--- src/rtl/rtc_alarm_pkg.sv ---
// Shared constants and the counter step function for the real-time clock.
// Assumes an 8-bit field per time register and a 4-bit register address.
package rtc_alarm_pkg;
    localparam int ADDR_W   = 4;
    localparam int FIELDS   = 4;

    localparam logic [ADDR_W-1:0] A_SEC  = 4'd0;
    localparam logic [ADDR_W-1:0] A_AEN  = 4'd8;
    localparam logic [ADDR_W-1:0] A_CTRL = 4'd9;
    localparam logic [ADDR_W-1:0] A_SET0 = 4'd4;

    localparam int CB_UNLOCK = 0;
    localparam int CB_BCD    = 1;
    localparam int CB_INTEN  = 2;
    localparam int CB_WAKE   = 3;
    localparam int CB_ALARM  = 4;

    // Next value of one time field: wrap at the limit, BCD digit carry, else +1.
    function automatic logic [7:0] step_val(input logic [7:0] v, input logic [7:0] lim,
                                            input logic [7:0] low, input logic bcd);
        if (v == lim)
            return low;
        else if (bcd && v[3:0] == 4'd9)
            return {v[7:4] + 4'd1, 4'd0};
        else
            return v + 8'd1;
    endfunction
endpackage

--- src/rtl/rtc_prescaler.sv ---
// Divides the slow tick-enable pulses to one step per DIV pulses.
// Assumes DIV >= 2; restart clears the running count at once.
module rtc_prescaler #(
    parameter int DIV = 32768
) (
    input  logic clk,
    input  logic rst_n,
    input  logic tick,
    input  logic restart,
    output logic pulse
);
    localparam int CW = $clog2(DIV);
    localparam logic [CW-1:0] LAST = CW'(DIV - 1);

    logic [CW-1:0] cnt;

    // Step output on the last tick of each period.
    assign pulse = tick && (cnt == LAST);

    // Tick counter with restart.
    always_ff @(posedge clk) begin
        if (!rst_n || restart)
            cnt <= '0;
        else if (tick)
            cnt <= pulse ? '0 : cnt + 1'b1;
    end
endmodule

--- src/rtl/rtc_time_field.sv ---
// One time counter field (seconds, minutes, hours or day of week).
// Counts in binary or BCD; a direct write wins over a step in the same cycle.
module rtc_time_field
    import rtc_alarm_pkg::*;
#(
    parameter logic [7:0] LIM_BIN = 8'd59,
    parameter logic [7:0] LIM_BCD = 8'h59,
    parameter logic [7:0] LOW     = 8'd0
) (
    input  logic       clk,
    input  logic       rst_n,
    input  logic       bcd,
    input  logic       step_in,
    input  logic       wr,
    input  logic [7:0] wdata,
    output logic [7:0] val,
    output logic       step_out
);
    logic [7:0] lim;

    // Limit follows the active encoding; carry when stepping at the limit.
    assign lim      = bcd ? LIM_BCD : LIM_BIN;
    assign step_out = step_in && (val == lim);

    // Field register: reset, software write, or counting step.
    always_ff @(posedge clk) begin
        if (!rst_n)
            val <= LOW;
        else if (wr)
            val <= wdata;
        else if (step_in)
            val <= step_val(val, lim, LOW, bcd);
    end
endmodule

--- src/rtl/rtc_alarm_match.sv ---
// Compares the time fields with the set points over the enabled fields only.
// No enabled field means no match.
module rtc_alarm_match
    import rtc_alarm_pkg::*;
(
    input  logic [FIELDS-1:0][7:0] now,
    input  logic [FIELDS-1:0][7:0] setp,
    input  logic [FIELDS-1:0]      en,
    output logic                   hit
);
    logic [FIELDS-1:0] ok;

    genvar g;
    generate
        for (g = 0; g < FIELDS; g++) begin : g_cmp
            // A disabled field always passes.
            assign ok[g] = !en[g] || (now[g] == setp[g]);
        end
    endgenerate

    // All enabled fields equal, and at least one is enabled.
    assign hit = (|en) && (&ok);
endmodule

--- src/rtl/rtc_alarm_ctl.sv ---
// Real-time clock top: prescaler, four counters, alarm compare, register bus.
// Assumes single-cycle strobes; rdata is combinational and shows pre-clear status.
module rtc_alarm_ctl
    import rtc_alarm_pkg::*;
#(
    parameter int TICKS_PER_SEC = 32768
) (
    input  logic              clk,
    input  logic              rst_n,
    input  logic              tick_en,
    input  logic              sleep_i,
    input  logic [ADDR_W-1:0] addr,
    input  logic              wr_en,
    input  logic              rd_en,
    input  logic [7:0]        wdata,
    output logic [7:0]        rdata,
    output logic              irq
);
    localparam logic [FIELDS-1:0][7:0] LIM_B = {8'd7, 8'd23, 8'd59, 8'd59};
    localparam logic [FIELDS-1:0][7:0] LIM_D = {8'h07, 8'h23, 8'h59, 8'h59};
    localparam logic [FIELDS-1:0][7:0] LOWV  = {8'd1, 8'd0, 8'd0, 8'd0};

    logic                   unlock_q, bcd_q, inten_q, alarm_q, wake_q, evt_q;
    logic [FIELDS-1:0]      aen_q;
    logic [FIELDS-1:0][7:0] setp_q;
    logic [FIELDS-1:0][7:0] t_val;
    logic [FIELDS:0]        step;
    logic                   sec_pulse, hit, ctrl_wr, ctrl_rd, relock;
    logic [7:0]             t_sec;

    assign ctrl_wr = wr_en && (addr == A_CTRL);
    assign ctrl_rd = rd_en && (addr == A_CTRL);
    assign relock  = ctrl_wr && unlock_q && !wdata[CB_UNLOCK];
    assign step[0] = sec_pulse && !unlock_q;
    assign t_sec   = t_val[0];

    rtc_prescaler #(.DIV(TICKS_PER_SEC)) u_presc (
        .clk(clk), .rst_n(rst_n), .tick(tick_en), .restart(ctrl_wr), .pulse(sec_pulse)
    );

    genvar g;
    generate
        for (g = 0; g < FIELDS; g++) begin : g_fld
            rtc_time_field #(.LIM_BIN(LIM_B[g]), .LIM_BCD(LIM_D[g]), .LOW(LOWV[g])) u_fld (
                .clk(clk), .rst_n(rst_n), .bcd(bcd_q), .step_in(step[g]),
                .wr(wr_en && unlock_q && (addr == ADDR_W'(g))),
                .wdata(wdata), .val(t_val[g]), .step_out(step[g+1])
            );

            // Alarm set point register for this field.
            always_ff @(posedge clk) begin
                if (!rst_n)
                    setp_q[g] <= '0;
                else if (wr_en && addr == A_SET0 + ADDR_W'(g))
                    setp_q[g] <= wdata;
            end
        end
    endgenerate

    rtc_alarm_match u_match (.now(t_val), .setp(setp_q), .en(aen_q), .hit(hit));

    // Control bits and mask; cleared by reset.
    always_ff @(posedge clk) begin
        if (!rst_n) begin
            unlock_q <= 1'b0;
            bcd_q    <= 1'b0;
            inten_q  <= 1'b0;
            aen_q    <= '0;
        end else begin
            if (ctrl_wr) begin
                unlock_q <= wdata[CB_UNLOCK];
                bcd_q    <= wdata[CB_BCD];
                inten_q  <= wdata[CB_INTEN];
            end
            if (wr_en && addr == A_AEN)
                aen_q <= wdata[FIELDS-1:0];
        end
    end

    // Compare window one cycle after a step or relock, once counters settle.
    always_ff @(posedge clk) begin
        if (!rst_n)
            evt_q <= 1'b0;
        else
            evt_q <= step[0] || relock;
    end

    // Alarm flag: set on sampled match, cleared by control read.
    always_ff @(posedge clk) begin
        if (!rst_n)
            alarm_q <= 1'b0;
        else if (evt_q && hit)
            alarm_q <= 1'b1;
        else if (ctrl_rd)
            alarm_q <= 1'b0;
    end

    // Wake flag: no reset, so it survives a wake-up reset.
    always_ff @(posedge clk) begin
        if (evt_q && hit && sleep_i)
            wake_q <= 1'b1;
        else if (ctrl_rd)
            wake_q <= 1'b0;
    end

    assign irq = alarm_q && inten_q;

    // Read data multiplexer.
    always_comb begin
        rdata = 8'h00;
        if (addr < ADDR_W'(FIELDS))
            rdata = t_val[addr[1:0]];
        else if (addr < ADDR_W'(2 * FIELDS))
            rdata = setp_q[addr[1:0]];
        else if (addr == A_AEN)
            rdata = {4'h0, aen_q};
        else if (addr == A_CTRL)
            rdata = {3'b000, alarm_q, wake_q, inten_q, bcd_q, unlock_q};
    end
endmodule

--- config.mk ---
export PLATFORM = sky130hd
export DESIGN_NAME = rtc_alarm_ctl
export DESIGN_NICKNAME = d
export VERILOG_FILES = /design/src/rtl/rtc_alarm_pkg.sv /design/src/rtl/rtc_prescaler.sv /design/src/rtl/rtc_time_field.sv /design/src/rtl/rtc_alarm_match.sv /design/src/rtl/rtc_alarm_ctl.sv
export SDC_FILE = /design/constraint.sdc
export NUM_CORES = 1
export LEC_CHECK = 0
export CORE_ASPECT_RATIO = 1.75
export CORE_MARGIN = 2
export CORE_UTILIZATION = 30
export DETAILED_ROUTE_END_ITERATION = 10
export GPL_TIMING_DRIVEN = 0
export PLACE_DENSITY_LB_ADDON = 0.12
export SLEW_MARGIN = 10
export SYNTH_ARGS = -nofsm -noshare
export SYNTH_HDL_FRONTEND = slang
export SYNTH_SLANG_ARGS = --single-unit
--- constraint.sdc ---
create_clock -name clk -period 3.69 [get_ports clk]
set_input_delay 0.369 -clock clk [delete_from_list [all_inputs] [get_ports clk]]
set_output_delay 0.369 -clock clk [all_outputs]
set_load 0.005 [all_outputs]
### After elaboration in Yosys (flattened, before gate mapping)

Index checks and enable logic that the tools add are counted.

| storage, ports and cells | value |
|---|---|
| bits in registers | 89 |
| latch bits | 0 |
| memory bits (writable) | 0 |
| ROM bits | 0 |
| bits of input ports | 18 |
| output and inout bits | 9 |
| word-level logic and storage cells | 127 |
| memories | 0 |

| operators by class | value |
|---|---|
| $add $sub $neg | 9 |
| $mul | 0 |
| div/mod/pow operators | 0 |
| order comparisons | 3 |
| equality and inequality tests | 22 |
| shift operators | 0 |
| mux-type cells | 29 |
| bitwise operators | 0 |
| reductions and logical operators | 48 |

Operator list:

| cell | number |
|---|---|
| 8-bit 2-to-1 mux | 20 |
| 8-bit == test | 7 |
| 8-bit by 1-bit adder with 8-bit output, second input constant | 4 |
| 8-bit binary-select mux with 2-bit select | 2 |
| 1-bit logical AND | 27 |
| 4-bit == test, second input constant | 6 |
| 4-bit by 1-bit adder with 4-bit output, second input constant | 4 |
| 4-bit by 3-bit == test with 1-bit output, second input constant | 4 |
| 15-bit by 1-bit adder with 15-bit output, second input constant | 1 |
| 15-bit == test, second input constant | 1 |
| 15-bit 2-to-1 mux | 1 |
| 5-bit 2-to-1 mux | 2 |
| 2-bit nonzero test | 5 |
| 4-bit by 2-bit == test with 1-bit output, second input constant | 2 |
| 8-bit by 3-bit == test with 1-bit output, second input constant | 1 |
| 1-bit logical NOT | 7 |
| 7-bit 2-to-1 mux | 1 |
| 1-bit logical OR | 6 |
| 6-bit 2-to-1 mux | 1 |
| 4-bit by 1-bit == test with 1-bit output, second input constant | 1 |
| 4-bit logical NOT | 1 |
| 4-bit by 3-bit less-than comparator with 1-bit output, second input constant | 1 |
| 4-bit less-than comparator, second input constant | 1 |
| 4-bit AND reduction | 1 |
| other kinds (3) | 4 |

### Longest topological paths before layout

Gate-level depths: netlist of the first run.

| depth | value |
|---|---|
| depth after elaboration | 8 |
| depth in mapped cells | 8 |
| gate-level depth less buffers | 7 |

### Cells and area by module

From an unflattened synthesis of the first run, not the netlist that was laid out.

| unflattened totals | value |
|---|---|
| cells, all modules | 710 |
| area, all modules | 5994.5 µm² |

By module, submodules not included:

| module | times used | cells each | area an instance (µm²) | sequential area each (µm²) |
|---|---|---|---|---|
| rtc_alarm_ctl | 1 | 279 | 2406.1 | 840.8 |
| rtc_time_field at g_fld[0].u_fld ... | 2 | 74 | 621.8 | 160.2 |
| rtc_prescaler | 1 | 78 | 718.2 | 300.3 |
| rtc_time_field at g_fld[2].u_fld | 1 | 83 | 650.6 | 160.2 |
| rtc_time_field at g_fld[3].u_fld | 1 | 75 | 604.3 | 160.2 |
| rtc_alarm_match | 1 | 47 | 371.6 | 0.0 |

### Worst setup path before layout of the first run

OpenSTA, ideal clock, no wires.

| path | value |
|---|---|
| path type | in2out |
| from | input port addr[1] |
| to | output port rdata[0] |
| arrival | 1644 ps |
| data required time | 3321 ps |
| slack | 1677 ps |
| cell stages on the path | 5 |
| buffers on the path | 2 |
| cell sequence | clkbuf_1 buf_2 mux4_2 mux2i_1 o22ai_1 |

| on the way | value |
|---|---|
| longest elaborated chain between the ends | 5 |
| elaborated cells between the ends (all ways) | 12 |
| those cells by class | order compare: 2; eq/ne: 2; mux: 8 |

Ends and longest elaborated chain:

| element | RTL line | RTL |
|---|---|---|
| start: declaration | rtc_alarm_ctl.sv:12 | `input logic [ADDR_W-1:0] addr,` |
| 4-bit == test | rtc_alarm_ctl.sv:117 | `else if (addr == A_CTRL)` |
| 5-bit 2-to-1 mux | rtc_alarm_ctl.sv:117 |  |
| 5-bit 2-to-1 mux | rtc_alarm_ctl.sv:115 | `else if (addr == A_AEN)` |
| 8-bit 2-to-1 mux | rtc_alarm_ctl.sv:113 | `else if (addr < ADDR_W'(2 * FIELDS))` |
| 8-bit 2-to-1 mux (*) | rtc_alarm_ctl.sv:111 | `if (addr < ADDR_W'(FIELDS))` |
| end: declaration | rtc_alarm_ctl.sv:16 | `output logic [7:0] rdata,` |

Every way passes the cells marked *; elsewhere a longest branch is shown, timed or not. The select of a mux whose other input is x is not followed.

### Worst setup path in the final report of the first run

| path | value |
|---|---|
| from | input port addr[0] |
| to | output port rdata[6] |

| on the way | value |
|---|---|
| longest elaborated chain between the ends | 4 |
| elaborated cells between the ends (all ways) | 8 |
| those cells by class | order compare: 2; mux: 6 |

Ends and longest elaborated chain:

| element | RTL line |
|---|---|
| branches (longest 3 deep; another with 4-bit less-than comparator) | n/a |
| 8-bit 2-to-1 mux (*) | rtc_alarm_ctl.sv:111 |

Every way passes the cells marked *. The select of a mux whose other input is x is not followed.

==> results of run 1 <==
through the flow:
step / instances / util, %
2_1_floorplan: 645 / -
3_3_place_gp: 902 / 33.2
3_5_place_dp: 902 / 33.2
4_1_cts: 918 / 35.0
5_1_grt: 918 / 35.0
6_report: 918 / 35.0
worst min-delay path by stage:
stage	start	end	slack (ns)	depth (start not counted)
after floorplan	wake_q	wake_q	0.42	2
after global placement	wake_q	wake_q	0.46	2
after detailed placement	wake_q	wake_q	0.46	2
after CTS	wake_q	wake_q	0.48	2
after global routing	aen_q[0]	aen_q[0]	0.52	2
final	wake_q	wake_q	0.48	2
per-layer routing:
layer  global-route usage, %  share of wire [%]
met4                    10.3                4.2
met5                       0                  0
met1                    22.4                 37
met3                    3.36                3.4
met2                    41.2                 55
area by class of cell:
class | instances | area, um2
plain buffers | 47 | 220
clock buffers | 9 | 225
clock inverters | 7 | 118
fillers | 1948 | 12000
inverters | 17 | 63.8
multi-input cells | 492 | 3580
flip-flops and latches | 89 | 1780
well taps | 238 | 298
repair buffers | 19 | 190
cells by family after synthesis:
logic type | synth area share, %
fa+ha+maj | 3.10
compound gates | 13.9
mux | 14.7
buf+inv | 5.03
simple gates | 24.2
flops | 31.6
xor+xnor | 7.45
cells in the final DEF, fill, tap and decap left out, types with 7 or more instances in the layout:
| cell type | instances |
|---|---|
| sky130_fd_sc_hd__ha_1 | 14 |
| sky130_fd_sc_hd__xor2_1 | 10 |
| sky130_fd_sc_hd__o21ai_0 | 26 |
| sky130_fd_sc_hd__nand3_1 | 25 |
| sky130_fd_sc_hd__a31oi_1 | 15 |
| sky130_fd_sc_hd__dfxtp_1 | 89 |
| sky130_fd_sc_hd__nor2_1 | 69 |
| sky130_fd_sc_hd__nor3_1 | 10 |
| sky130_fd_sc_hd__mux4_2 | 16 |
| sky130_fd_sc_hd__nand2_1 | 41 |
| sky130_fd_sc_hd__a21oi_1 | 29 |
| sky130_fd_sc_hd__buf_2 | 9 |
| sky130_fd_sc_hd__inv_1 | 16 |
| sky130_fd_sc_hd__xnor2_1 | 38 |
| sky130_fd_sc_hd__mux2i_1 | 47 |
| sky130_fd_sc_hd__o22ai_1 | 9 |
| sky130_fd_sc_hd__clkbuf_16 | 9 |
| sky130_fd_sc_hd__clkbuf_1 | 29 |
| sky130_fd_sc_hd__nand4_1 | 20 |
| sky130_fd_sc_hd__and2_1 | 9 |
| sky130_fd_sc_hd__or3_1 | 7 |
| sky130_fd_sc_hd__clkdlybuf4s50_1 | 19 |
critical path: cells and delay by family:
kind / cells / cell delay [ns]
buffers and inverters: 5 / 2.13
AND/OR/NAND/NOR: 1 / 0.20
multiplexers: 2 / 0.30
flip-flops by register name (all words and copies together) (netlist names):
name,flops
aen_q,4
alarm_q,1
bcd_q,1
evt_q,1
g_fld.u_fld.val,32
inten_q,1
setp_q,32
u_presc.cnt,15
unlock_q,1
wake_q,1
power breakdown:
part	total [mW]	leakage, nW	internal, mW	switching, mW
registers	0.979	0.718	0.969	0.0105
logic	0.158	1.33	0.0571	0.101
clock network	1.09	0.170	0.664	0.426
==> report_table.html, run 1 <==
<table>
<tr><th>Metric</th><th>Value</th></tr>
<tr><th colspan="2">Placed design</th></tr>
<tr><td>Number of buffer cells added on primary ports</td><td>19</td></tr>
<tr><td>Last weighted congestion value of the routability-driven placer</td><td>between 0.8 and 0.9</td></tr>
<tr><td>Worst Setup Slack post-DPL</td><td>0.326 ns</td></tr>
<tr><td>Post-DP HPWL</td><td>16100 um</td></tr>
<tr><td>Placed cell areas</td><td>6130 um2</td></tr>
<tr><th colspan="2">Global routing</th></tr>
<tr><td>Number of global-route vias before repair</td><td>5127</td></tr>
<tr><td>Global-route wire length before repair</td><td>31600 um</td></tr>
<tr><td>Total gr overflow</td><td>0</td></tr>
<tr><td>Overall fraction of global-route tracks in use</td><td>between 20% and 30%</td></tr>
<tr><td>Antenna violations before repair</td><td>0</td></tr>
<tr><td>Maximum number of pins on one net before global-route repair</td><td>16</td></tr>
<tr><th colspan="2">Pwr</th></tr>
<tr><td>Total Power</td><td>2.23 mW</td></tr>
<tr><td>Static power due to leakage</td><td>2.22 nW</td></tr>
<tr><td>Maximum resistive drop on vdd</td><td>0.198 mV</td></tr>
<tr><td>Power per cell area</td><td>~340 nW/um2</td></tr>
<tr><th colspan="2">Worst setup path</th></tr>
<tr><td>Critical-path maximum fanout</td><td>10</td></tr>
<tr><td>Kind of launch point of the worst setup path</td><td>input pin</td></tr>
<tr><td>Crit-path max cell delay</td><td>0.55 ns</td></tr>
<tr><td>Critical Path End</td><td>rdata[6]</td></tr>
<tr><td>List of cells traversed by the critical path</td><td>clkdlybuf4s50_1 &gt; buf_2 &gt; buf_2 &gt; buf_2 &gt; mux4_2 &gt; mux2i_1 &gt; nor2_1 &gt; clkdlybuf4s50_1</td></tr>
<tr><td>Category of the most critical setup path</td><td>in -&gt; out</td></tr>
<tr><td>Reg-to-reg setup timing slack</td><td>between 1 and 1.5 ns</td></tr>
<tr><td>Required time of the worst setup path</td><td>3.32 ns</td></tr>
<tr><td>Cell occurring most often along the worst timing path</td><td>sky130_fd_sc_hd__buf_2</td></tr>
<tr><td>Origin of the critical flop-to-flop path</td><td>g_fld[2].u_fld.val[0]</td></tr>
<tr><td>Slowest stage cell, crit path</td><td>sky130_fd_sc_hd__clkdlybuf4s50_1</td></tr>
<tr><td>Number of cells on the worst reg-to-reg path</td><td>6</td></tr>
<tr><td>Launching instance or port of the critical path</td><td>addr[0]</td></tr>
<tr><td>Destination of the worst register-to-register timing path</td><td>g_fld[3].u_fld.val[2]</td></tr>
<tr><td>Worst Path Arrival</td><td>approximately 3.0 ns</td></tr>
<tr><td>Critical Path End Type</td><td>output port</td></tr>
<tr><th colspan="2">STA</th></tr>
<tr><td>Peak Freq</td><td>between 0.2 and 0.3 GHz</td></tr>
<tr><td>Fin crit share</td><td>91.6%</td></tr>
<tr><td>Number of max-slew violations in the final report</td><td>0</td></tr>
<tr><td>Worst-case headroom to the max-slew limit</td><td>39.5%</td></tr>
<tr><td>Minimum clock period after layout</td><td>3.38 ns</td></tr>
<tr><td>Slew at the pin closest to its max-slew limit</td><td>~0.9 ns</td></tr>
<tr><td>Fin worst setup slack</td><td>roughly 0.31 ns</td></tr>
<tr><td>Fin Setup TNS</td><td>0 ns</td></tr>
<tr><td>Count of endpoints failing setup in the final report</td><td>0</td></tr>
<tr><td>Largest clock skew in the final design</td><td>0.0131 ns</td></tr>
<tr><td>Count of final hold-check violations</td><td>0</td></tr>
<tr><td>Worst hold slack across all endpoints</td><td>0.484 ns</td></tr>
<tr><td>Setup repair after global routing missed its margin</td><td>no</td></tr>
<tr><th colspan="2">Synthesis</th></tr>
<tr><td>Post-synth EDFFs</td><td>0</td></tr>
<tr><td>Leading post-synthesis cells by cell area</td><td>sky130_fd_sc_hd__dfxtp_1 (32%), sky130_fd_sc_hd__mux2i_1 (8.3%), sky130_fd_sc_hd__mux4_2 (6.4%), sky130_fd_sc_hd__xnor2_1 (5.9%), sky130_fd_sc_hd__nor2_1 (4.6%)</td></tr>
<tr><td>Distinct cell type count after synthesis</td><td>73</td></tr>
<tr><td>Number of flip-flops and latches in the synthesized netlist</td><td>89</td></tr>
<tr><td>Combined area of all synthesized cells</td><td>5650 um2</td></tr>
<tr><td>Area share of the largest cell type after synthesis</td><td>31.6%</td></tr>
<tr><td>Synth Warn #</td><td>0</td></tr>
<tr><td>Dominant cell by count in the synthesized netlist</td><td>sky130_fd_sc_hd__dfxtp_1</td></tr>
<tr><td>Net Count, Synth</td><td>677</td></tr>
<tr><td>Most numerous cell types in the synthesized netlist</td><td>sky130_fd_sc_hd__dfxtp_1 (89), sky130_fd_sc_hd__nor2_1 (69), sky130_fd_sc_hd__mux2i_1 (47), sky130_fd_sc_hd__nand2_1 (41), sky130_fd_sc_hd__xnor2_1 (38)</td></tr>
<tr><td>Synth Instances</td><td>about 650</td></tr>
<tr><td>Predominant post-synthesis flop cell</td><td>sky130_fd_sc_hd__dfxtp_1</td></tr>
<tr><td>Seq/Total Area, Yosys</td><td>31.6%</td></tr>
<tr><td>Synth Area per Inst</td><td>8.75 um2</td></tr>
<tr><td>Cell type contributing the most total cell area after synthesis</td><td>sky130_fd_sc_hd__dfxtp_1</td></tr>
<tr><td>Share of flip-flops with an asynchronous set or reset</td><td>0%</td></tr>
<tr><th colspan="2">Clock tree</th></tr>
<tr><td>TritonCTS clock tree</td><td>built</td></tr>
<tr><td>Number of gates resized after CTS</td><td>0</td></tr>
<tr><td>H-tree levels</td><td>3</td></tr>
<tr><td>Largest buffer count on any clock path</td><td>2</td></tr>
<tr><td>Post CTS Setup Buffer Count</td><td>0</td></tr>
<tr><td>Number of buffers inserted by hold repair at cts</td><td>0</td></tr>
<tr><td>Clock transition at the register clock pins on the worst setup and hold paths after CTS</td><td>around 0.07 ns</td></tr>
<tr><td>Number of CTS-inserted buffers</td><td>9</td></tr>
<tr><td>Buffer cell driving the clock tree root</td><td>sky130_fd_sc_hd__clkbuf_16</td></tr>
<tr><td>Count of clock tree sinks</td><td>89</td></tr>
<tr><td>Clock latency on the worst-skew pair</td><td>0.36 ns</td></tr>
<tr><th colspan="2">Detailed routing</th></tr>
<tr><td>TritonRoute pass-1 iters</td><td>5</td></tr>
<tr><td>Vias per cell</td><td>5.67</td></tr>
<tr><td>Final routed wire length divided by cell count</td><td>22.7 um</td></tr>
<tr><td>Via count</td><td>between 5000 and 6000</td></tr>
<tr><td>Wirelength, routed</td><td>20800 um</td></tr>
<tr><td>Starting DRT DRC Count</td><td>430</td></tr>
<tr><td>DRC violation count after routing</td><td>0</td></tr>
<tr><td>Number of nets with antenna violations after routing</td><td>0</td></tr>
<tr><th colspan="2">Floorplanning</th></tr>
<tr><td>Count of pins on the block boundary</td><td>27</td></tr>
<tr><td>Floorplan core area</td><td>18500 um2</td></tr>
<tr><td>Placement Rows</td><td>66</td></tr>
<tr><td>Die Span X</td><td>between 100 and 150 um</td></tr>
<tr><td>DIE HEIGHT</td><td>185 um</td></tr>
<tr><td>Initial core utilization</td><td>30.5%</td></tr>
<tr><td>Die area</td><td>20000 um2</td></tr>
<tr><th colspan="2">Status</th></tr>
<tr><td>Run status</td><td>finished, final reports clean</td></tr>
<tr><th colspan="2">Final layout</th></tr>
<tr><td>Share of post-route cells with drive strength above 1</td><td>9.85%</td></tr>
<tr><td>Fin nets</td><td>707</td></tr>
<tr><td>Antenna diode count</td><td>0</td></tr>
<tr><td>Layout Cell Area excl Fill</td><td>6480 um2</td></tr>
<tr><td>Syn-to-layout area delta</td><td>14.7%</td></tr>
<tr><th colspan="2">Worst hold path</th></tr>
<tr><td>Class of the tightest hold or removal check</td><td>reg -&gt; reg</td></tr>
<tr><th colspan="2">Job</th></tr>
<tr><td>Max-cap violation count</td><td>0</td></tr>
</table>
Note: power is estimated with default switching activity, not from simulation.
==> run 2, diff against run 1 <==
Settings changed: ABC_AREA from default to 1, ABC_CLOCK_PERIOD_IN_PS from default to 3690.
==> run 2 against run 1 <==
  * Via count rose by 11%
  * Clock-buffer cell count rose by 1
  * Routed wire length rose by 2.5%
  * Synthesized area fell by 0.11%
  * Critical path depth rose by 1
  * Utilization barely moved
  * Hold slack got worse by 0.15 ns
  * Combinational power barely moved
==> report_table.html, run 2 <==
<table>
<tr><th>Metric</th><th>Value</th></tr>
<tr><th colspan="2">Job</th></tr>
<tr><td>Max-cap violation count</td><td>0 (unchanged)</td></tr>
<tr><th colspan="2">STA</th></tr>
<tr><td>Setup repair after global routing missed its margin</td><td>no</td></tr>
<tr><td>Slew at the pin closest to its max-slew limit</td><td>0.733 ns (-0.175 ns)</td></tr>
<tr><td>Count of endpoints failing setup in the final report</td><td>0 (unchanged)</td></tr>
<tr><td>Worst hold slack across all endpoints</td><td>0.337 ns (-0.147 ns)</td></tr>
<tr><td>Fin crit share</td><td>83.6% (-8.0 points)</td></tr>
<tr><td>Peak Freq</td><td>0.324 GHz (+9.6%)</td></tr>
<tr><td>Minimum clock period after layout</td><td>3.08 ns (-0.296 ns)</td></tr>
<tr><td>Fin Setup TNS</td><td>0 ns (unchanged)</td></tr>
<tr><td>Worst-case headroom to the max-slew limit</td><td>51.2% (+12 points)</td></tr>
<tr><td>Number of max-slew violations in the final report</td><td>0 (unchanged)</td></tr>
<tr><td>Largest clock skew in the final design</td><td>0.00803 ns (-0.00505 ns)</td></tr>
<tr><td>Count of final hold-check violations</td><td>0 (unchanged)</td></tr>
<tr><th colspan="2">Synthesis</th></tr>
<tr><td>Number of flip-flops and latches in the synthesized netlist</td><td>89 (unchanged)</td></tr>
<tr><td>Synth Warn #</td><td>0 (unchanged)</td></tr>
<tr><td>Net Count, Synth</td><td>886 (+31%)</td></tr>
<tr><td>Leading post-synthesis cells by cell area</td><td>sky130_fd_sc_hd__dfxtp_1 (32%), sky130_fd_sc_hd__nand2_1 (13%), sky130_fd_sc_hd__a21oi_1 (6.7%), sky130_fd_sc_hd__inv_1 (5.8%), sky130_fd_sc_hd__o21ai_0 (5.8%)</td></tr>
<tr><td>Seq/Total Area, Yosys</td><td>31.6% (+0.035 points)</td></tr>
<tr><td>Synth Area per Inst</td><td>6.60 um2 (-25%)</td></tr>
<tr><td>Combined area of all synthesized cells</td><td>5640 um2 (-0.11%)</td></tr>
<tr><td>Most numerous cell types in the synthesized netlist</td><td>sky130_fd_sc_hd__nand2_1 (201), sky130_fd_sc_hd__dfxtp_1 (89), sky130_fd_sc_hd__inv_1 (87), sky130_fd_sc_hd__nor2_1 (78), sky130_fd_sc_hd__a21oi_1 (76)</td></tr>
<tr><td>Predominant post-synthesis flop cell</td><td>sky130_fd_sc_hd__dfxtp_1</td></tr>
<tr><td>Cell type contributing the most total cell area after synthesis</td><td>sky130_fd_sc_hd__dfxtp_1</td></tr>
<tr><td>Distinct cell type count after synthesis</td><td>43 (-41%)</td></tr>
<tr><td>Synth Instances</td><td>854 (+32%)</td></tr>
<tr><td>Dominant cell by count in the synthesized netlist</td><td>sky130_fd_sc_hd__nand2_1</td></tr>
<tr><td>Area share of the largest cell type after synthesis</td><td>31.6% (+0.035 points)</td></tr>
<tr><td>Share of flip-flops with an asynchronous set or reset</td><td>0% (unchanged)</td></tr>
<tr><td>Post-synth EDFFs</td><td>0 (unchanged)</td></tr>
<tr><th colspan="2">Floorplanning</th></tr>
<tr><td>Floorplan core area</td><td>18500 um2 (unchanged)</td></tr>
<tr><td>DIE HEIGHT</td><td>185 um (about the same)</td></tr>
<tr><td>Placement Rows</td><td>66 (unchanged)</td></tr>
<tr><td>Initial core utilization</td><td>30.5% (-0.034 points)</td></tr>
<tr><td>Die area</td><td>20000 um2 (-0.11%)</td></tr>
<tr><td>Die Span X</td><td>108 um (about the same)</td></tr>
<tr><td>Count of pins on the block boundary</td><td>27 (unchanged)</td></tr>
<tr><th colspan="2">Final layout</th></tr>
<tr><td>Largest registers</td><td>g_fld.u_fld.val: 32 flops, setp_q: 32 flops, u_presc.cnt: 15 flops</td></tr>
<tr><td>Share of post-route cells with drive strength above 1</td><td>7.38% (-2.5 points)</td></tr>
<tr><td>Storage cell area</td><td>1780 um2 (unchanged)</td></tr>
<tr><td>Most common library cell in the layout ignoring fill and taps</td><td>sky130_fd_sc_hd__nand2_1</td></tr>
<tr><td>Antenna diode count</td><td>0 (unchanged)</td></tr>
<tr><td>Multi-input gate area in the final layout</td><td>3360 um2 (-6.1%)</td></tr>
<tr><td>Syn-to-layout area delta</td><td>14.8% (about the same)</td></tr>
<tr><td>Highest-count cells in the layout ignoring fill and taps</td><td>sky130_fd_sc_hd__nand2_1 (201), sky130_fd_sc_hd__dfxtp_1 (89), sky130_fd_sc_hd__inv_1 (87)</td></tr>
<tr><td>Count of filler cells inserted in the layout</td><td>2118 (+8.7%)</td></tr>
<tr><td>Fin nets</td><td>921 (+30%)</td></tr>
<tr><th colspan="2">Clock tree</th></tr>
<tr><td>Number of gates resized after CTS</td><td>0 (unchanged)</td></tr>
<tr><td>Clock latency on the worst-skew pair</td><td>0.36 ns (about the same)</td></tr>
<tr><td>TritonCTS clock tree</td><td>built</td></tr>
<tr><td>H-tree levels</td><td>3 (unchanged)</td></tr>
<tr><td>Clock transition at the register clock pins on the worst setup and hold paths after CTS</td><td>0.07 ns (about the same)</td></tr>
<tr><td>Largest buffer count on any clock path</td><td>2 (unchanged)</td></tr>
<tr><td>Buffer cell driving the clock tree root</td><td>sky130_fd_sc_hd__clkbuf_16</td></tr>
<tr><td>Post CTS Setup Buffer Count</td><td>0 (unchanged)</td></tr>
<tr><td>Number of CTS-inserted buffers</td><td>9 (unchanged)</td></tr>
<tr><td>Count of clock tree sinks</td><td>89 (unchanged)</td></tr>
<tr><td>Number of buffers inserted by hold repair at cts</td><td>0 (unchanged)</td></tr>
<tr><th colspan="2">Status</th></tr>
<tr><td>Run status</td><td>finished, final reports clean</td></tr>
<tr><th colspan="2">Detailed routing</th></tr>
<tr><td>Via count</td><td>5777 (+11%)</td></tr>
<tr><td>Wirelength, routed</td><td>21300 um (+2.5%)</td></tr>
<tr><td>Vias per cell</td><td>5.10 (-10%)</td></tr>
<tr><td>Starting DRT DRC Count</td><td>335 (-22%)</td></tr>
<tr><td>Total routed wire length on the met1 layer</td><td>8090 um (+4.4%)</td></tr>
<tr><td>TritonRoute pass-1 iters</td><td>5 (unchanged)</td></tr>
<tr><td>Number of nets with antenna violations after routing</td><td>0 (unchanged)</td></tr>
<tr><td>DRC violation count after routing</td><td>0 (unchanged)</td></tr>
<tr><td>Length of routed met2 wiring</td><td>12000 um (+4.4%)</td></tr>
<tr><td>Highest routing layer actually used</td><td>met4</td></tr>
<tr><td>Detail Route met3 WL</td><td>508 um (-28%)</td></tr>
<tr><td>Final routed wire length divided by cell count</td><td>18.9 um (-17%)</td></tr>
<tr><th colspan="2">Global routing</th></tr>
<tr><td>Antenna violations before repair</td><td>0 (unchanged)</td></tr>
<tr><td>Global-route wire length before repair</td><td>32300 um (+2.4%)</td></tr>
<tr><td>Total gr overflow</td><td>0 (unchanged)</td></tr>
<tr><td>Maximum number of pins on one net before global-route repair</td><td>16 (unchanged)</td></tr>
<tr><td>Number of global-route vias before repair</td><td>5691 (+11%)</td></tr>
<tr><td>Overall fraction of global-route tracks in use</td><td>21.8% (+0.23 points)</td></tr>
<tr><th colspan="2">Pwr</th></tr>
<tr><td>Power per cell area</td><td>325 nW/um2 (-5.4%)</td></tr>
<tr><td>Static power due to leakage</td><td>2.65 nW (+19%)</td></tr>
<tr><td>Maximum resistive drop on vdd</td><td>0.272 mV (+37%)</td></tr>
<tr><th colspan="2">Placed design</th></tr>
<tr><td>Post-DP HPWL</td><td>16500 um (+2.6%)</td></tr>
<tr><td>Last weighted congestion value of the routability-driven placer</td><td>0.871 (-2.0%)</td></tr>
<tr><td>Number of buffer cells added on primary ports</td><td>24 (+5)</td></tr>
<tr><th colspan="2">Worst setup path</th></tr>
<tr><td>Required time of the worst setup path</td><td>3.32 ns (about the same)</td></tr>
<tr><td>Critical Path End Type</td><td>output port</td></tr>
<tr><td>Worst Path Arrival</td><td>2.71 ns (-0.30 ns)</td></tr>
<tr><td>Kind of launch point of the worst setup path</td><td>input pin</td></tr>
<tr><td>Category of the most critical setup path</td><td>in -&gt; out</td></tr>
<tr><td>Critical-path maximum fanout</td><td>10 (unchanged)</td></tr>
<tr><th colspan="2">Worst hold path</th></tr>
<tr><td>Class of the tightest hold or removal check</td><td>in -&gt; reg</td></tr>
</table>
==> run 2: changes by cell type after synthesis, sizes merged, moves of 19 or more <==
cell    change
a21oi      +47
clkbuf     -19
inv        +81
mux2i      -47
nand2     +166
nand3      +40
nor2       +19
o21ai      +40
==> run 2: cells by family after synthesis <==
kind of cell / Yosys count / share of synthesized area [%]
XOR/XNOR: 34 / 5.28
AO/OA/AOI/OAI: 194 / 19.5
buffers and inverters: 126 / 8.78
AND/OR/NAND/NOR: 397 / 31.8
adder cells (fa/ha/maj): 14 / 3.11
flip-flops: 89 / 31.6
==> run 2: power breakdown <==
group / switching, mW / internal, mW
Clock: 0.435 / 0.530
Combinational: 0.111 / 0.0472
Sequential: 0.0121 / 0.971
Total: 0.558 / 1.55
==> run 2: routing by layer <==
| metal | vias up | GRT usage [%] |
|---|---|---|
| met5 | - | 0 |
| met4 | 0 | 9.79 |
| met3 | 33 | 2.32 |
| met2 | 122 | 43.2 |
| met1 | 2705 | 22.1 |
| li1 | 2917 | - |
==> run 2: worst paths after layout <==
kind | endpoint | slack (ns) | start | cells after the start
setup / recovery | rdata[0] | 0.61 | addr[0] | 9
hold / removal | u_presc.cnt[0] | 0.34 | tick_en | 2
setup reg to reg | g_fld[3].u_fld.val[4] | 1.43 | u_presc.cnt[0] | 9
hold reg to reg | wake_q | 0.46 | wake_q | 2
==> run 2: worst max-delay path: stages <==
cell	delay (ns)
sky130_fd_sc_hd__clkdlybuf4s50_1	0.62
sky130_fd_sc_hd__inv_2	0.06
sky130_fd_sc_hd__nor2_2	0.19
sky130_fd_sc_hd__clkbuf_1	0.36
sky130_fd_sc_hd__nand2_1	0.15
sky130_fd_sc_hd__o21ai_0	0.12
sky130_fd_sc_hd__o21ai_0	0.14
sky130_fd_sc_hd__o2111ai_1	0.15
sky130_fd_sc_hd__clkdlybuf4s50_1	0.55
==> run 2: final cells by class <==
cell class | count | area share, %
repair buffers | 24 | 3.71
plain buffers | 24 | 1.74
flip-flops and latches | 89 | 27.5
clock inverters | 6 | 1.02
inverters | 102 | 5.91
clock buffers | 10 | 3.54
well taps | 238 | 4.60
multi-input cells | 639 | 52.0
==> run 2: through the flow <==
step / cell area, um2 / power (mW) / std cells / utilization (%) / setup WS (ns)
after global placement: 6180 / 1.16 / 1116 / 33.4 / 0.590
final: 6470 / 2.11 / 1132 / 35.0 / 0.606
after floorplan: 5640 / 1.08 / 854 / - / 1.99
after detailed placement: 6180 / 1.16 / 1116 / 33.4 / 0.618
after global routing: 6470 / 2.18 / 1132 / 35.0 / 0.415
after CTS: 6470 / 2.12 / 1132 / 35.0 / 0.607
==> run 3, diff against run 2 <==
Settings changed: ABC_CLOCK_PERIOD_IN_PS 3690 to 2700.
Clock period 3.69 ns to 2.7 ns, I/O delays scaled along.
==> run 3 against run 2 <==
  * Critical endpoint is now rdata[4]
  * Register-to-register slack got worse by 0.97 ns
  * Non-clock buffer count is 3 higher
  * Sequential power is 36% higher
  * Die area stayed put
  * Largest power group unchanged
  * Hold slack worse by 0.094 ns
==> report_table.html, run 3 (synthesis results as in run 2) <==
<table>
<tr><th>Metric</th><th>Value</th></tr>
<tr><th colspan="2">Clock tree</th></tr>
<tr><td>H-tree levels</td><td>3 (unchanged)</td></tr>
<tr><td>TritonCTS clock tree</td><td>built</td></tr>
<tr><td>Clock latency on the worst-skew pair</td><td>0.36 ns (about the same)</td></tr>
<tr><td>Clock transition at the register clock pins on the worst setup and hold paths after CTS</td><td>0.07 ns (about the same)</td></tr>
<tr><td>Largest buffer count on any clock path</td><td>2 (unchanged)</td></tr>
<tr><td>Buffer cell driving the clock tree root</td><td>sky130_fd_sc_hd__clkbuf_16</td></tr>
<tr><td>Number of CTS-inserted buffers</td><td>9 (unchanged)</td></tr>
<tr><td>Count of clock tree sinks</td><td>89 (unchanged)</td></tr>
<tr><td>Number of buffers inserted by hold repair at cts</td><td>0 (unchanged)</td></tr>
<tr><th colspan="2">Detailed routing</th></tr>
<tr><td>Via count</td><td>5790 (+0.23%)</td></tr>
<tr><td>Wirelength, routed</td><td>21400 um (about the same)</td></tr>
<tr><td>Vias per cell</td><td>5.10 (about the same)</td></tr>
<tr><td>Number of nets with antenna violations after routing</td><td>0 (unchanged)</td></tr>
<tr><td>TritonRoute pass-1 iters</td><td>5 (unchanged)</td></tr>
<tr><td>Starting DRT DRC Count</td><td>341 (+1.8%)</td></tr>
<tr><td>DRC violation count after routing</td><td>0 (unchanged)</td></tr>
<tr><td>Final routed wire length divided by cell count</td><td>18.8 um (-0.24%)</td></tr>
<tr><th colspan="2">STA</th></tr>
<tr><td>Fin crit share</td><td>92.2%</td></tr>
<tr><td>Count of final hold-check violations</td><td>0 (unchanged)</td></tr>
<tr><td>Slew at the pin closest to its max-slew limit</td><td>0.738 ns (+0.00550 ns)</td></tr>
<tr><td>Minimum clock period after layout</td><td>between 2 and 2.5 ns</td></tr>
<tr><td>Number of max-slew violations in the final report</td><td>0 (unchanged)</td></tr>
<tr><td>Count of endpoints failing setup in the final report</td><td>0 (unchanged)</td></tr>
<tr><td>Worst-case headroom to the max-slew limit</td><td>50.8% (-0.37 points)</td></tr>
<tr><td>Setup repair after global routing missed its margin</td><td>no</td></tr>
<tr><td>Peak Freq</td><td>0.402 GHz</td></tr>
<tr><td>Fin Setup TNS</td><td>0 ns (unchanged)</td></tr>
<tr><td>Largest clock skew in the final design</td><td>0.00968 ns (+0.00166 ns)</td></tr>
<tr><td>Worst hold slack across all endpoints</td><td>0.243 ns (-0.0939 ns)</td></tr>
<tr><th colspan="2">Global routing</th></tr>
<tr><td>Met2 routing resource usage after global routing</td><td>43.2% (unchanged)</td></tr>
<tr><td>Number of global-route vias before repair</td><td>5691 (unchanged)</td></tr>
<tr><td>Most crowded layer after global routing</td><td>met2</td></tr>
<tr><td>Overall fraction of global-route tracks in use</td><td>21.8% (unchanged)</td></tr>
<tr><td>Met1 layer usage reported by global route</td><td>22.1% (unchanged)</td></tr>
<tr><td>Global-route wire length before repair</td><td>32300 um (unchanged)</td></tr>
<tr><td>Antenna violations before repair</td><td>0 (unchanged)</td></tr>
<tr><td>Total gr overflow</td><td>0 (unchanged)</td></tr>
<tr><td>Met3 usage</td><td>2.32% (unchanged)</td></tr>
<tr><td>Maximum number of pins on one net before global-route repair</td><td>16 (unchanged)</td></tr>
<tr><th colspan="2">Floorplanning</th></tr>
<tr><td>DIE HEIGHT</td><td>185 um (unchanged)</td></tr>
<tr><td>Die area</td><td>20000 um2 (unchanged)</td></tr>
<tr><td>Die Span X</td><td>108 um (unchanged)</td></tr>
<tr><td>Initial core utilization</td><td>30.5% (unchanged)</td></tr>
<tr><td>Floorplan core area</td><td>18500 um2 (unchanged)</td></tr>
<tr><td>Placement Rows</td><td>66 (unchanged)</td></tr>
<tr><td>Count of pins on the block boundary</td><td>27 (unchanged)</td></tr>
<tr><th colspan="2">Pwr</th></tr>
<tr><td>Static power due to leakage</td><td>2.68 nW (+1.1%)</td></tr>
<tr><td>Sw Ratio</td><td>26.4% (-0.044 points)</td></tr>
<tr><td>Combinational power share</td><td>7.6% (about the same)</td></tr>
<tr><td>Power per cell area</td><td>443 nW/um2 (+36%)</td></tr>
<tr><td>Relative contribution of sequential cells to total power</td><td>46.7% (about the same)</td></tr>
<tr><td>Switching power summed over all nets</td><td>0.761 mW (+37%)</td></tr>
<tr><td>Clock power share</td><td>45.7% (about the same)</td></tr>
<tr><td>Maximum resistive drop on vdd</td><td>0.371 mV (+37%)</td></tr>
<tr><td>Int Pwr</td><td>2.12 mW (+37%)</td></tr>
<tr><th colspan="2">Final layout</th></tr>
<tr><td>Final instance count without filler cells</td><td>1135 (+0.27%)</td></tr>
<tr><td>Count of filler cells inserted in the layout</td><td>2121 (+0.14%)</td></tr>
<tr><td>Highest-count cells in the layout ignoring fill and taps</td><td>sky130_fd_sc_hd__nand2_1 (201), sky130_fd_sc_hd__dfxtp_1 (89), sky130_fd_sc_hd__inv_1 (87)</td></tr>
<tr><td>Antenna diode count</td><td>0 (unchanged)</td></tr>
<tr><td>Share of post-route cells with drive strength above 1</td><td>7.80% (+0.42 points)</td></tr>
<tr><td>Largest registers</td><td>g_fld.u_fld.val: 32 flops, setp_q: 32 flops, u_presc.cnt: 15 flops</td></tr>
<tr><td>Fin nets</td><td>924 (+0.33%)</td></tr>
<tr><td>Syn-to-layout area delta</td><td>15.3%</td></tr>
<tr><td>Layout Cell Area excl Fill</td><td>6500 um2 (+0.46%)</td></tr>
<tr><td>Most common library cell in the layout ignoring fill and taps</td><td>sky130_fd_sc_hd__nand2_1</td></tr>
<tr><th colspan="2">Worst setup path</th></tr>
<tr><td>Critical Path End Type</td><td>output port</td></tr>
<tr><td>Kind of launch point of the worst setup path</td><td>flop</td></tr>
<tr><td>Worst Path Arrival</td><td>2.22 ns (-0.49 ns)</td></tr>
<tr><td>Required time of the worst setup path</td><td>2.43 ns (-0.89 ns)</td></tr>
<tr><td>Critical-path maximum fanout</td><td>6 (-4)</td></tr>
<tr><td>Origin of the critical flop-to-flop path</td><td>u_presc.cnt[0]</td></tr>
<tr><td>Category of the most critical setup path</td><td>reg -&gt; out</td></tr>
<tr><td>Launching instance or port of the critical path</td><td>g_fld[2].u_fld.val[4]</td></tr>
<tr><th colspan="2">Worst hold path</th></tr>
<tr><td>Startpoint of the tightest hold check path</td><td>tick_en</td></tr>
<tr><td>Class of the tightest hold or removal check</td><td>in -&gt; reg</td></tr>
<tr><th colspan="2">Status</th></tr>
<tr><td>Run status</td><td>finished, final reports clean</td></tr>
<tr><th colspan="2">Placed design</th></tr>
<tr><td>Post-DP HPWL</td><td>16500 um (unchanged)</td></tr>
<tr><td>Number of buffer cells added on primary ports</td><td>24 (unchanged)</td></tr>
<tr><td>Last weighted congestion value of the routability-driven placer</td><td>0.871 (unchanged)</td></tr>
<tr><td>Placed cell areas</td><td>6180 um2 (unchanged)</td></tr>
<tr><td>Number of instances in the placed design</td><td>1116 (unchanged)</td></tr>
<tr><th colspan="2">Job</th></tr>
<tr><td>Max-cap violation count</td><td>0 (unchanged)</td></tr>
</table>
==> run 3: cell types whose count changed in the layout (fill, tap and decap cells not counted), sizes merged <==
cell	delta
buf	+3
clkdlybuf4s50	-2
dlygate4sd2	+1
dlymetal6s2s	+1
==> run 3: what timing repair did <==
action / in CTS / in global routing
pin swaps: 0 / 1
buffers inserted: 0 / 3
resized for setup: 2 / 2
setup endpoints to repair: 7 / 4
==> run 3: metal layers <==
metal	vias up	wire [um]
met5	-	0
li1	2919	-
met1	2712	7990
met3	39	565
met4	0	812
met2	120	12000
==> run 3: worst paths after layout <==
kind / cells past startpoint / to / slack, ns
setup / recovery: 5 / rdata[4] / 0.21
hold reg to reg: 2 / wake_q / 0.45
setup reg to reg: 9 / g_fld[3].u_fld.val[2] / 0.46
hold / removal: 2 / u_presc.cnt[0] / 0.24
==> run 3: cell type report <==
type	count	area, um2	area share [%]
clock inverters	6	66.3	1.02
multi-input cells	639	3370	51.8
repair buffers	27	264	4.06
inverters	102	383	5.89
flip-flops and latches	89	1780	27.4
plain buffers	24	114	1.75
well taps	238	298	4.58
clock buffers	10	229	3.52
==> run 3: power by group through the flow <==
stage	Sequential [mW]	Clock [mW]	Combinational, mW
3_3_place_gp	1.37	0	0.216
4_1_cts	1.34	1.34	0.215
6_report	1.34	1.32	0.220
3_5_place_dp	1.37	0	0.215
5_1_grt	1.34	1.40	0.236
2_1_floorplan	1.37	0	0.110
==> run 3: metrics by stage <==
stage	setup slack [ns]	total power [mW]	util, %
5_1_grt	0.141	2.98	35.2
6_report	0.211	2.88	35.2
4_1_cts	0.0129	2.90	35.0
3_3_place_gp	-0.202	1.59	33.4
3_5_place_dp	-0.174	1.59	33.4
2_1_floorplan	1.00	1.48	-
==> run 3: critical path, stage by stage, from the launching register on <==
cell	delay [ns]
sky130_fd_sc_hd__dfxtp_1	0.50
sky130_fd_sc_hd__inv_1	0.23
sky130_fd_sc_hd__o22ai_1	0.26
sky130_fd_sc_hd__nor3_1	0.08
sky130_fd_sc_hd__a31oi_1	0.23
sky130_fd_sc_hd__clkdlybuf4s50_1	0.56
